## src/rtl/soft_tlb_pkg.sv

```systemverilog
package soft_tlb_pkg;
  localparam int TAG_W   = 12;
  localparam int FRAME_W = 12;
  localparam int PGOFF_W = 12;
  localparam int VA_W    = TAG_W + PGOFF_W;
  localparam int ENTRY_W = 2 + TAG_W + FRAME_W;

  typedef enum logic [1:0] {
    MODE_NONE   = 2'd0,
    MODE_CODE   = 2'd1,
    MODE_RDONLY = 2'd2,
    MODE_RDWR   = 2'd3
  } mode_e;

  typedef struct packed {
    mode_e              mode;
    logic [TAG_W-1:0]   tag;
    logic [FRAME_W-1:0] frame;
  } entry_t;

  // kind: 1 fetch, 2 read, 3 write, 0 never allowed
  function automatic logic mode_permits(mode_e m, logic [1:0] kind);
    case (kind)
      2'd1:    return (m == MODE_CODE);
      2'd2:    return (m == MODE_RDONLY) || (m == MODE_RDWR);
      2'd3:    return (m == MODE_RDWR);
      default: return 1'b0;
    endcase
  endfunction
endpackage

```

## src/rtl/soft_tlb_addr.sv

```systemverilog
module soft_tlb_addr #(
  parameter int SEG_W      = 16,
  parameter int VA_W       = 24,
  parameter int WIDE_SHIFT = 8,
  parameter int COMPAT_SH  = 4,
  parameter int COMPAT_W   = 20
) (
  input  logic [SEG_W-1:0] seg_i,
  input  logic [SEG_W-1:0] off_i,
  input  logic             compat_i,
  output logic [VA_W-1:0]  va_o
);
  logic [VA_W-1:0]     wide_seg, wide_off, wide_sum;
  logic [COMPAT_W-1:0] nar_seg, nar_off, nar_sum;

  always_comb begin
    wide_seg = VA_W'(seg_i);
    wide_off = VA_W'(off_i);
    wide_sum = (wide_seg << WIDE_SHIFT) + wide_off;
    nar_seg  = COMPAT_W'(seg_i);
    nar_off  = COMPAT_W'(off_i);
    nar_sum  = (nar_seg << COMPAT_SH) + nar_off;
    if (compat_i) va_o = {{(VA_W-COMPAT_W){1'b0}}, nar_sum};
    else          va_o = wide_sum;
  end
endmodule

```

## src/rtl/soft_tlb_cam.sv

```systemverilog
module soft_tlb_cam
  import soft_tlb_pkg::*;
#(
  parameter int NUM_SLOTS = 8,
  localparam int IDX_W    = $clog2(NUM_SLOTS)
) (
  input  logic               clk,
  input  logic               rst_n,
  input  logic               flush_i,
  input  logic               fill_i,
  input  logic [IDX_W-1:0]   fill_idx_i,
  input  entry_t             fill_entry_i,
  input  logic               wr_i,
  input  logic [IDX_W-1:0]   idx_i,
  input  entry_t             wdata_i,
  input  logic [TAG_W-1:0]   tag_i,
  input  logic [1:0]         kind_i,
  output logic               hit_o,
  output logic [FRAME_W-1:0] frame_o,
  output entry_t             rdata_o
);
  entry_t                 slot_q [NUM_SLOTS];
  entry_t                 slot_d [NUM_SLOTS];
  logic [NUM_SLOTS-1:0]   match;
  logic [IDX_W-1:0]       sel;

  // next-state: flush beats fill, fill beats register-port write
  always_comb begin
    for (int i = 0; i < NUM_SLOTS; i++) begin
      slot_d[i] = slot_q[i];
      if (flush_i)
        slot_d[i] = '0;
      else if (fill_i && (fill_idx_i == IDX_W'(i)))
        slot_d[i] = fill_entry_i;
      else if (wr_i && (idx_i == IDX_W'(i)))
        slot_d[i] = wdata_i;
    end
  end

  for (genvar g = 0; g < NUM_SLOTS; g++) begin : g_slot
    always_ff @(posedge clk or negedge rst_n) begin
      if (!rst_n) slot_q[g] <= '0;
      else        slot_q[g] <= slot_d[g];
    end
    assign match[g] = (slot_q[g].tag == tag_i) && mode_permits(slot_q[g].mode, kind_i);
  end

  // lowest index wins: scan downward so lower indices overwrite
  always_comb begin
    hit_o = 1'b0;
    sel   = '0;
    for (int i = NUM_SLOTS - 1; i >= 0; i--) begin
      if (match[i]) begin
        hit_o = 1'b1;
        sel   = IDX_W'(i);
      end
    end
  end

  assign frame_o = slot_q[sel].frame;
  assign rdata_o = slot_q[idx_i];
endmodule

```

## src/rtl/soft_tlb_ctrl.sv

```systemverilog
module soft_tlb_ctrl
  import soft_tlb_pkg::*;
#(
  parameter int NUM_SLOTS = 8,
  localparam int IDX_W    = $clog2(NUM_SLOTS)
) (
  input  logic             clk,
  input  logic             rst_n,
  input  logic             mmu_en_i,
  input  logic             user_i,
  input  logic             acc_valid_i,
  input  logic [1:0]       acc_kind_i,
  input  logic [TAG_W-1:0] tag_i,
  input  logic             hit_i,
  input  logic             fault_ret_i,
  output logic             active_o,
  output logic             flush_o,
  output logic             fill_o,
  output logic [IDX_W-1:0] head_o,
  output logic             fault_o,
  output logic [15:0]      fault_word_o
);
  logic             en_q;
  logic             fault_q, fault_d;
  logic [15:0]      word_q, word_d;
  logic             word_ce;
  logic [IDX_W-1:0] head_q, head_d;
  logic             raise;

  assign flush_o  = mmu_en_i & ~en_q;
  assign active_o = mmu_en_i & user_i & ~fault_q;
  assign raise    = acc_valid_i & active_o & ~hit_i;
  assign fill_o   = fault_ret_i & fault_q;

  always_comb begin
    fault_d = fault_q;
    word_ce = 1'b0;
    word_d  = word_q;
    head_d  = head_q;
    if (fill_o) begin
      fault_d = 1'b0;
      head_d  = (head_q == IDX_W'(NUM_SLOTS - 1)) ? '0 : head_q + 1'b1;
    end else if (raise) begin
      fault_d = 1'b1;
      word_ce = 1'b1;
      word_d  = {2'b00, acc_kind_i, tag_i};
    end
  end

  always_ff @(posedge clk or negedge rst_n) begin
    if (!rst_n) begin
      en_q    <= 1'b0;
      fault_q <= 1'b0;
      head_q  <= '0;
      word_q  <= '0;
    end else begin
      en_q    <= mmu_en_i;
      fault_q <= fault_d;
      head_q  <= head_d;
      if (word_ce) word_q <= word_d;
    end
  end

  assign head_o       = head_q;
  assign fault_o      = fault_q;
  assign fault_word_o = word_q;
endmodule

```

## src/rtl/soft_tlb.sv

```systemverilog
module soft_tlb
  import soft_tlb_pkg::*;
#(
  parameter int NUM_SLOTS = 8,
  parameter int SEG_W     = 16,
  localparam int IDX_W    = $clog2(NUM_SLOTS)
) (
  input  logic                  clk,
  input  logic                  rst_n,
  input  logic                  mmu_en_i,
  input  logic                  user_i,
  input  logic                  compat_i,
  input  logic                  acc_valid_i,
  input  logic [1:0]            acc_kind_i,
  input  logic [SEG_W-1:0]      seg_i,
  input  logic [SEG_W-1:0]      off_i,
  output logic [VA_W-1:0]       pa_o,
  output logic                  xlate_ok_o,
  output logic                  fault_o,
  output logic [15:0]           fault_word_o,
  input  logic                  fault_ret_i,
  input  logic [FRAME_W-1:0]    ret_frame_i,
  input  logic [1:0]            ret_mode_i,
  input  logic [IDX_W-1:0]      slot_idx_i,
  input  logic                  slot_wr_i,
  input  logic [ENTRY_W-1:0]    slot_wdata_i,
  output logic [ENTRY_W-1:0]    slot_rdata_o
);
  logic [VA_W-1:0]    va;
  logic               hit, active, flush, fill;
  logic [FRAME_W-1:0] hit_frame;
  logic [IDX_W-1:0]   head_q;
  entry_t             fill_entry, rd_entry;

  soft_tlb_addr #(.SEG_W(SEG_W), .VA_W(VA_W)) u_addr (
    .seg_i(seg_i), .off_i(off_i), .compat_i(compat_i), .va_o(va)
  );

  assign fill_entry = '{mode: mode_e'(ret_mode_i),
                        tag: fault_word_o[TAG_W-1:0],
                        frame: ret_frame_i};

  soft_tlb_cam #(.NUM_SLOTS(NUM_SLOTS)) u_cam (
    .clk(clk), .rst_n(rst_n), .flush_i(flush),
    .fill_i(fill), .fill_idx_i(head_q), .fill_entry_i(fill_entry),
    .wr_i(slot_wr_i), .idx_i(slot_idx_i), .wdata_i(entry_t'(slot_wdata_i)),
    .tag_i(va[VA_W-1:PGOFF_W]), .kind_i(acc_kind_i),
    .hit_o(hit), .frame_o(hit_frame), .rdata_o(rd_entry)
  );

  soft_tlb_ctrl #(.NUM_SLOTS(NUM_SLOTS)) u_ctrl (
    .clk(clk), .rst_n(rst_n), .mmu_en_i(mmu_en_i), .user_i(user_i),
    .acc_valid_i(acc_valid_i), .acc_kind_i(acc_kind_i),
    .tag_i(va[VA_W-1:PGOFF_W]), .hit_i(hit), .fault_ret_i(fault_ret_i),
    .active_o(active), .flush_o(flush), .fill_o(fill), .head_o(head_q),
    .fault_o(fault_o), .fault_word_o(fault_word_o)
  );

  assign pa_o         = (active && hit) ? {hit_frame, va[PGOFF_W-1:0]} : va;
  assign xlate_ok_o   = acc_valid_i & (~active | hit);
  assign slot_rdata_o = rd_entry;
endmodule

```

## config.mk

```make
export PLATFORM = sky130hd
export DESIGN_NAME = soft_tlb
export DESIGN_NICKNAME = d
export VERILOG_FILES = /design/src/rtl/soft_tlb_pkg.sv /design/src/rtl/soft_tlb_addr.sv /design/src/rtl/soft_tlb_cam.sv /design/src/rtl/soft_tlb_ctrl.sv /design/src/rtl/soft_tlb.sv
export SDC_FILE = /design/constraint.sdc
export NUM_CORES = 1
export LEC_CHECK = 0
export ABC_AREA = 1
export BUFFER_PORTS_ARGS = -buffer_cell sky130_fd_sc_hd__buf_2
export CORE_UTILIZATION = 40
export CTS_CLUSTER_SIZE = 20
export DETAILED_ROUTE_END_ITERATION = 8
export PLACE_DENSITY = 0.65
export SLEW_MARGIN = 10
export SYNTH_ARGS = -nofsm -noshare
export SYNTH_HDL_FRONTEND = slang
export SYNTH_SLANG_ARGS = --single-unit
```

## constraint.sdc

```tcl
create_clock -name clk -period 3.15 [get_ports clk]
set_input_delay 0.315 -clock clk [delete_from_list [all_inputs] [get_ports clk]]
set_output_delay 0.315 -clock clk [all_outputs]
set_load 0.01 [all_outputs]
```

== Word-level counts from Yosys, hierarchy flattened ==
Index checks and enable logic that the tools add are counted.

* Register bits: 227
* Output and inout bits: 68

* $add $sub $neg: 3
* Order comparisons: 2
* Equality and inequality tests: 49
* Muxes and demuxes: 61
* Bitwise gates (word level): 15
* Reductions and logical operators: 45

{| class="wikitable"
|+ Operators by type and width
! operator !! count
|-
| 26-bit 2-to-1 mux || 26
|-
| 26-bit binary-select mux with 3-bit select || 2
|-
| 12-bit equality test || 8
|-
| 24-bit 2-to-1 mux || 2
|-
| 2-bit equality test, second input constant || 18
|-
| 3-bit 2-to-1 mux || 9
|-
| 1-bit logical AND || 25
|-
| 24-bit by 16-bit adder with 24-bit output || 1
|-
| 3-bit equality test, second input constant || 8
|-
| 12-bit 2-to-1 mux || 2
|-
| 1-bit case mux with 3 select lines || 8
|-
| 3-bit nonzero test || 8
|-
| 20-bit by 16-bit adder with 20-bit output || 1
|-
| 2-bit by 1-bit equality test with 1-bit output, second input constant || 9
|-
| 3-bit by 2-bit equality test with 1-bit output, second input constant || 4
|-
| 1-bit 2-to-1 mux || 12
|-
| 4-bit >= comparator, second input constant || 2
|-
| 1-bit logical OR || 8
|-
| 3-bit inverter with 4-bit output || 2
|-
| 1-bit bitwise AND || 7
|-
| 3-bit by 1-bit equality test with 1-bit output, second input constant || 2
|-
| 3-bit logical NOT || 2
|-
| 1-bit inverter || 5
|-
| 3-bit by 1-bit adder with 3-bit output, second input constant || 1
|-
| 3 further kinds || 3
|}

== Depth between registers and ports, before layout ==
Gate-level depths: netlist of the first run.

* Depth after elaboration: 17
* Mapped depth: 31
* Gate-level depth less buffers: 30

== Cells and area by module ==
From an unflattened synthesis of the first run, not the netlist that was laid out.

* Cell total of the unflattened synthesis: 2648
* Area, all modules: 17924.7 µm²

{| class="wikitable"
|+ By module, submodules not included
! module !! instances !! cells each !! area each (µm²) !! seq. area each (µm²)
|-
| soft_tlb_cam || 1 || 2179 || 15174.6 || 5205.0
|-
| soft_tlb_addr || 1 || 336 || 1719.1 || 0.0
|-
| soft_tlb_ctrl || 1 || 90 || 835.8 || 475.5
|-
| soft_tlb || 1 || 43 || 195.2 || 0.0
|}

== Least setup slack after synthesis of the first run ==
Ideal clock, no wire load.

* Kind: in2out
* Start: input seg_i[0]
* End: output pa_o[12]
* Arrival: 3.103 ns
* Data required time: 2.835 ns
* Setup slack: -0.268 ns
* Stages: 21
* Buffers on the path: 1
* Path through: ha_1 fa_1 nand2_1 nand2_1 nand3_1 nand2_1 o21ai_0 nand2_1 buf_2 xor2_1 nor3_1 nand2_1 nor4_1 nand2_1 nand2_1 nor3_2 nand2_1 nand2_1 inv_1 nand3_1 nand2_1

* Cells in the longest elaborated chain, start to end: 17

{| class="wikitable"
|+ RTL lines
! what !! line !! text
|-
| start: declaration || soft_tlb.sv:15 || <nowiki>input logic [SEG_W-1:0] seg_i,</nowiki>
|-
| 24-bit by 16-bit adder with 24-bit output or 20-bit by 16-bit adder with 20-bit output (tied branches) || soft_tlb_addr.sv:19, soft_tlb_addr.sv:22 ||
|-
| 24-bit 2-to-1 mux * || soft_tlb_addr.sv:23 || <nowiki>if (compat_i) va_o = {{(VA_W-COMPAT_W){1'b0}}, nar_sum};</nowiki>
|-
| 12-bit equality test || soft_tlb_cam.sv:45 || <nowiki>assign match[g] = (slot_q[g].tag == tag_i) && mode_permits(slot_q[g].mode, kind_i);</nowiki>
|-
| 1-bit logical AND || soft_tlb_cam.sv:45 ||
|-
| 3-bit 2-to-1 mux (8 in a row) || soft_tlb_cam.sv:53 || <nowiki>if (match[i]) begin</nowiki>
|-
| 3-bit inverter with 4-bit output (implied by the code) || soft_tlb_cam.sv:60 || <nowiki>assign frame_o = slot_q[sel].frame;</nowiki>
|-
| 26-bit binary-select mux with 3-bit select || soft_tlb_cam.sv:60 ||
|-
| 12-bit 2-to-1 mux (implied by the code) (2 in a row) || soft_tlb_cam.sv:60 ||
|-
| 24-bit 2-to-1 mux * || soft_tlb.sv:59 || <nowiki>assign pa_o = (active && hit) ? {hit_frame, va[PGOFF_W-1:0]} : va;</nowiki>
|-
| end: declaration || soft_tlb.sv:17 || <nowiki>output logic [VA_W-1:0] pa_o,</nowiki>
|}

Every way passes the cells marked *; elsewhere a longest branch is shown, timed or not. The select of a mux whose other input is x is not followed.

== Final worst setup path of the first run ==
* Start: input seg_i[0]
* End: output pa_o[13]

Same word-level chain as after synthesis.

==> metrics.yaml, run 1 <==
outcome: "finished, violations left"
violations: "setup timing"
multi_input_area_um2: 10900
ys_types: 46
fin_worst_hold_slack_ps: 67.5
ys_ff_latch: 227
clockRootBuffer: "clkbuf_16"
synthTopCellsByArea: "dfrtp_1, nand2_1, inv_1, o21ai_0, nand3_1"
wl_met1_um: 35600
path_max_fanout: 8
netlist_area_um2: 17400
yosysWarnings: 0
drc_errors: 0
ios: 153
dr_wl_met3_um: 9850
synth_edf_count: 0
timing.rr.start: "u_cam.slot_q[77]"
num_rows: 76
drt_iter0_drc: 2949
maxCapViolations: 0
worst_slack_ps: -911
drive_above_1_share_pct: 27.5
grt_pass1_vias: 20800
initial_core_util_pct: 40.4
min_period_ps: 4060
portBuffers: 142
final_cell_mix: "nand2_1, inv_1, buf_4"
clock_latency_ps: 580
numCtsBuffers: 29
htree_levels: 1
antenna_found_initial: 1
grt_use_total_pct: 38.4
max-vdd-ir-drop_uv: 420
worstPathRequired_ps: 2830
cts_sinks: 227
slew_violations: 0
power.leakage_nw: 11.3
clockBufferDepth: 3
final_common_cell: "nand2_1"
fillCellCount: 4184
max_freq_mhz: 246
power_density_nw_per_um2: 584
worstHoldStart: "ret_frame_i[5]"
setup_viol: 28
synth-main-ff-cell: "dfrtp_1"
nNetsFinal: 3133
wl_per_cell_um: 24.2
top_layer_used: "met4"
crit_arrival_ps: 3750
regArea_um2: 5680
maxSlewHeadroom_pct: 51.8
yosysTopAreaCell: "dfrtp_1"
dieHeight_um: 210
core-area_um2: 43000
drt-pass1-iter-count: 8
synthArstFlopShare_pct: 100
tightestPinTransition_ps: 723
gr-total-overflow: 0
routed_wl_um: 87700
dieWidth_um: 210
viasPerCell: 6.05
power_mw: 13.9
skew_ps: 17.3
min_path_type: "input pin to register"
cpMostUsedCell: "nand2_2"
place_hpwl_um: 61300
rsz0062_at_grt: "true"
grt_max_degree: 98
startpoint_type: "input pin"
clkTransAtPathRegs_ps: 60
gp_congestion: 1.09
crit_path_end_kind: "output port"
die-area_um2: 44300
finalSetupTns_ps: -12760
synth_top_area_share_pct: 32.7
antenna_left: 0
hold_violations: 0
ys_seq_area_share_pct: 32.7
crit_slowest_cell: "fa_2"
startpoint: "seg_i[0]"
syn_avg_cell_area_um2: 6.58
final_cells: 3630
wl_met2_um: 37900
dp_cells: 3525
syn_inst: 2641
critical_path_class: "input pin to output port"
post-route-period-util_pct: 129
area_growth_pct: 37.2
max_stage_delay_ps: 430
cts_tree: "yes"
grt_first_pass_wirelength_um: 128000
vias: 22000
-- per-layer routing --
metal | up-vias | track usage (%)
met5 | - | 0
met4 | 0 | 16.4
met3 | 336 | 7.58
met2 | 1504 | 58.6
met1 | 10400 | 52.7
li1 | 9690 | -
-- cells by family (layout without fill, tap and decap cells) --
logic type / count (synthesis) / after routing / share of synthesized area [%]
xor gates and xnor gates: 25 / 25 / 1.30
adders and majority gates: 28 / 28 / 2.10
buffers and inverters: 538 / 938 / 12.4
other: 1 / 5 / 0.0216
DFF: 227 / 227 / 32.7
and+or+nand+nor: 1145 / 1145 / 28.1
AOI/OAI and AO/OA: 677 / 677 / 23.5
-- final timing paths --
check,endpoint,slack (ps),depth (start not counted)
worst max-delay path,pa_o[13],-910,30
worst min-delay path,u_cam.slot_q[109],70,3
worst max register to register,u_ctrl.fault_word_o[4],410,18
worst min register to register,u_ctrl.fault_word_o[12],490,2
max in group asynchronous,u_cam.slot_q[140],2040,3
min in group asynchronous,u_ctrl.fault_word_o[8],200,2
-- flip-flops by register name (all words and copies together), names as in the netlist --
| name | count |
|---|---|
| u_cam.slot_q | 208 |
| u_ctrl.fault_o | 1 |
| u_ctrl.head_o | 3 |
| u_ctrl.en_q | 1 |
| u_ctrl.fault_word_o | 14 |
-- metrics by stage --
stage | instance area, um^2 | util [%] | worst slack [ps]
after floorplan | 17500 | - | -103
after CTS | 22900 | 53.4 | -862
after global routing | 23900 | 55.5 | -1080
final | 23900 | 55.5 | -911
after detailed placement | 20900 | 48.6 | -1090
after global placement | 20900 | 48.6 | -1100
-- power by group --
group          leakage, nW  internal (mW)  switching (mW)
logic                 7.96           2.18            3.66
registers             2.86           3.68           0.774
clock network        0.507           2.18            1.45
total                 11.3           8.04            5.89
-- synthesized netlist by cell type (6+ instances only) --
library cell    n
a21oi_1       115
and2_1          7
inv_1         362
a221oi_1       26
buf_6           6
clkbuf_1      114
nand2_1       678
dfrtp_1       227
buf_2          18
buf_4          17
o22ai_1       123
xor2_1         21
inv_2           9
o211ai_1       54
ha_1           26
buf_1           8
nor2_1        129
o21ai_0       259
nand4_1        41
a31oi_1         9
nand3_1       243
a32oi_1        14
nor3_1         15
o2111ai_1      58
o21ai_1        12
-- repair_timing --
item | CTS | global route
endpoints found under the hold margin | 89 | 0
endpoints found under the setup margin | 28 | 28
resized for setup | 144 | 160
pin swaps | 40 | 75
hold buffers | 2 | 0
buffers inserted | 25 | 13
gates cloned | 6 | 4
-- final cells by class --
| type | instances | share of cell area, % |
|---|---|---|
| clock buffer | 38 | 3.48 |
| clock inverter | 15 | 0.808 |
| tap | 585 | 3.07 |
| timing repair buffer | 510 | 17.3 |
| inverter | 375 | 5.91 |
| antenna | 3 | 0.0315 |
| multi-input combinational | 1877 | 45.6 |
| sequential | 227 | 23.8 |
-- critical path, delay by kind of cell --
kind / cells / cell delay, ps
xor gates and xnor gates: 1 / 170
and+or+nand+nor: 21 / 1880
adders and majority gates: 2 / 590
buffers and inverters: 6 / 780
Note: power is estimated with default switching activity, not from simulation.
==> run 2, diff against run 1 <==
--- a/config.mk
+++ b/config.mk
@@ -11,6 +11,7 @@
 export CTS_CLUSTER_SIZE = 20
 export DETAILED_ROUTE_END_ITERATION = 8
 export PLACE_DENSITY = 0.65
+export RECOVER_POWER = 25
 export SLEW_MARGIN = 10
 export SYNTH_ARGS = -nofsm -noshare
 export SYNTH_HDL_FRONTEND = slang
==> run 2 against run 1 <==
  * The run ends with slew limit, setup timing left
  * Sequential cell count is the same
  * Cell count is essentially flat
  * Die area is the same
  * Power is essentially flat
  * Clock skew grew 3.9 ps
  * First-iteration DRC count is essentially flat
  * Hold slack gained 0.63 ps
  * Fmax grew 0.24%
  * Largest cell class unchanged
==> metrics.yaml, run 2 (synthesis results as in run 1) <==
multi_input_area_um2: 10900
max-vdd-ir-drop_uv: 420
drt-pass1-iter-count: 8
post-route-period-util_pct: 129
hold_violations: 0
clockBufferDepth: 3
crit_slowest_cell: "fa_2"
largest-register: "u_cam.slot_q"
gp_congestion: 1.09
power_density_nw_per_um2: 584
startpoint_type: "input pin"
dieHeight_um: 210
power.leakage_nw: 11.3
final_area_um2: 23800
place_hpwl_um: 61300
regArea_um2: 5680
clock_latency_ps: 580
num_rows: 76
placed_area_um2: 20900
skew_ps: 21.2
routed_wl_um: 87700
area_growth_pct: 37.0
place_ws_ps: -1090
tightestPinTransition_ps: 1520
antenna_found_initial: 1
grtUsageMet1_pct: 52.7
cts_sinks: 227
drc_errors: 0
min_period_ps: 4050
maxSlewHeadroom_pct: -1.42
fin_worst_hold_slack_ps: 68.2
worst_slack_ps: -901
use_met2_pct: 58.6
antenna_left: 0
crit_arrival_ps: 3740
drt_iter0_drc: 2950
outcome: "finished, violations left"
drive_above_1_share_pct: 27.4
rsz0062_at_grt: "true"
violations: "slew limit, setup timing"
slew_violations: 65
critical_path_class: "input pin to output port"
gr-total-overflow: 0
max_stage_delay_ps: 430
dieWidth_um: 210
die-area_um2: 44300
grt_first_pass_wirelength_um: 128000
portBuffers: 142
grt-busiest-layer: "met2"
vias: 22000
final_common_cell: "nand2_1"
numCtsBuffers: 29
cpMostUsedCell: "nand2_2"
htree_levels: 1
path_max_fanout: 8
viasPerCell: 6.05
crit_path_end_kind: "output port"
use_met3_pct: 7.58
clkTransAtPathRegs_ps: 60
ios: 153
nNetsFinal: 3133
max_freq_mhz: 247
wl_per_cell_um: 24.1
clockRootBuffer: "clkbuf_16"
min_path_type: "input pin to register"
largest_reg_flops: 208
grt_use_total_pct: 38.4
initial_core_util_pct: 40.4
fillCellCount: 4189
core-area_um2: 43000
maxCapViolations: 0
grt_pass1_vias: 20800
cts_tree: "yes"
setup_viol: 28
grt_max_degree: 98
final_cell_mix: "nand2_1, inv_1, buf_4"
worstPathRequired_ps: 2830
==> run 2: layout make-up <==
cell class                 instances  area share, %
antenna                            4         0.0420
clock buffer                      38           3.48
clock inverter                    15          0.809
inverter                         375           5.92
multi-input combinational       1877           45.6
sequential                       227           23.8
tap                              585           3.07
timing repair buffer             510           17.2
==> run 2: report_power, final <==
part	switching, mW	internal (mW)	total (mW)
Combinational	3.66	2.18	5.84
Clock	1.45	2.18	3.63
Sequential	0.772	3.68	4.45
Total	5.88	8.03	13.9
==> run 2: worst paths after layout <==
kind	start	endpoint	slack (ps)	cells past startpoint
worst min register to register	u_ctrl.fault_word_o[12]	u_ctrl.fault_word_o[12]	490	2
max in group asynchronous	rst_n	u_cam.slot_q[140]	190	3
worst min-delay path	ret_frame_i[5]	u_cam.slot_q[109]	70	3
min in group asynchronous	rst_n	u_ctrl.fault_word_o[8]	650	2
worst max register to register	u_cam.slot_q[77]	u_ctrl.fault_word_o[4]	410	18
worst max-delay path	seg_i[0]	pa_o[13]	-900	30
==> run 2: worst max-delay path: cells and delay by family <==
family	cells	cell delay [ps]
simple gates	21	1870
buf+inv	6	780
xor+xnor	1	170
fa+ha+maj	2	590
==> run 2: timing repair <==
action                                 4_1_cts  5_1_grt
hold buffers                                 2        0
endpoints found under the hold margin       89        0
gates cloned                                 6        4
setup endpoints to repair                   28       28
resized for setup                          144      160
pin swaps                                   40       75
setup buffers                               25       13
==> run 2: per-stage QoR <==
step	util (%)	TNS, ps	instances	power [mW]
5_1_grt	55.4	-34370	3627	14.5
3_3_place_gp	48.6	-22120	3525	9.57
3_5_place_dp	48.6	-22850	3525	9.64
6_report	55.4	-12660	3631	13.9
2_1_floorplan	-	-1210	2642	7.05
4_1_cts	53.4	-11170	3611	13.5
==> run 2: per-layer routing <==
layer  vias up  wire length [um]
met3       334             10200
met1     10400             35300
met2      1544             37900
met5         -                 0
li1       9693                 -
met4         0              4260
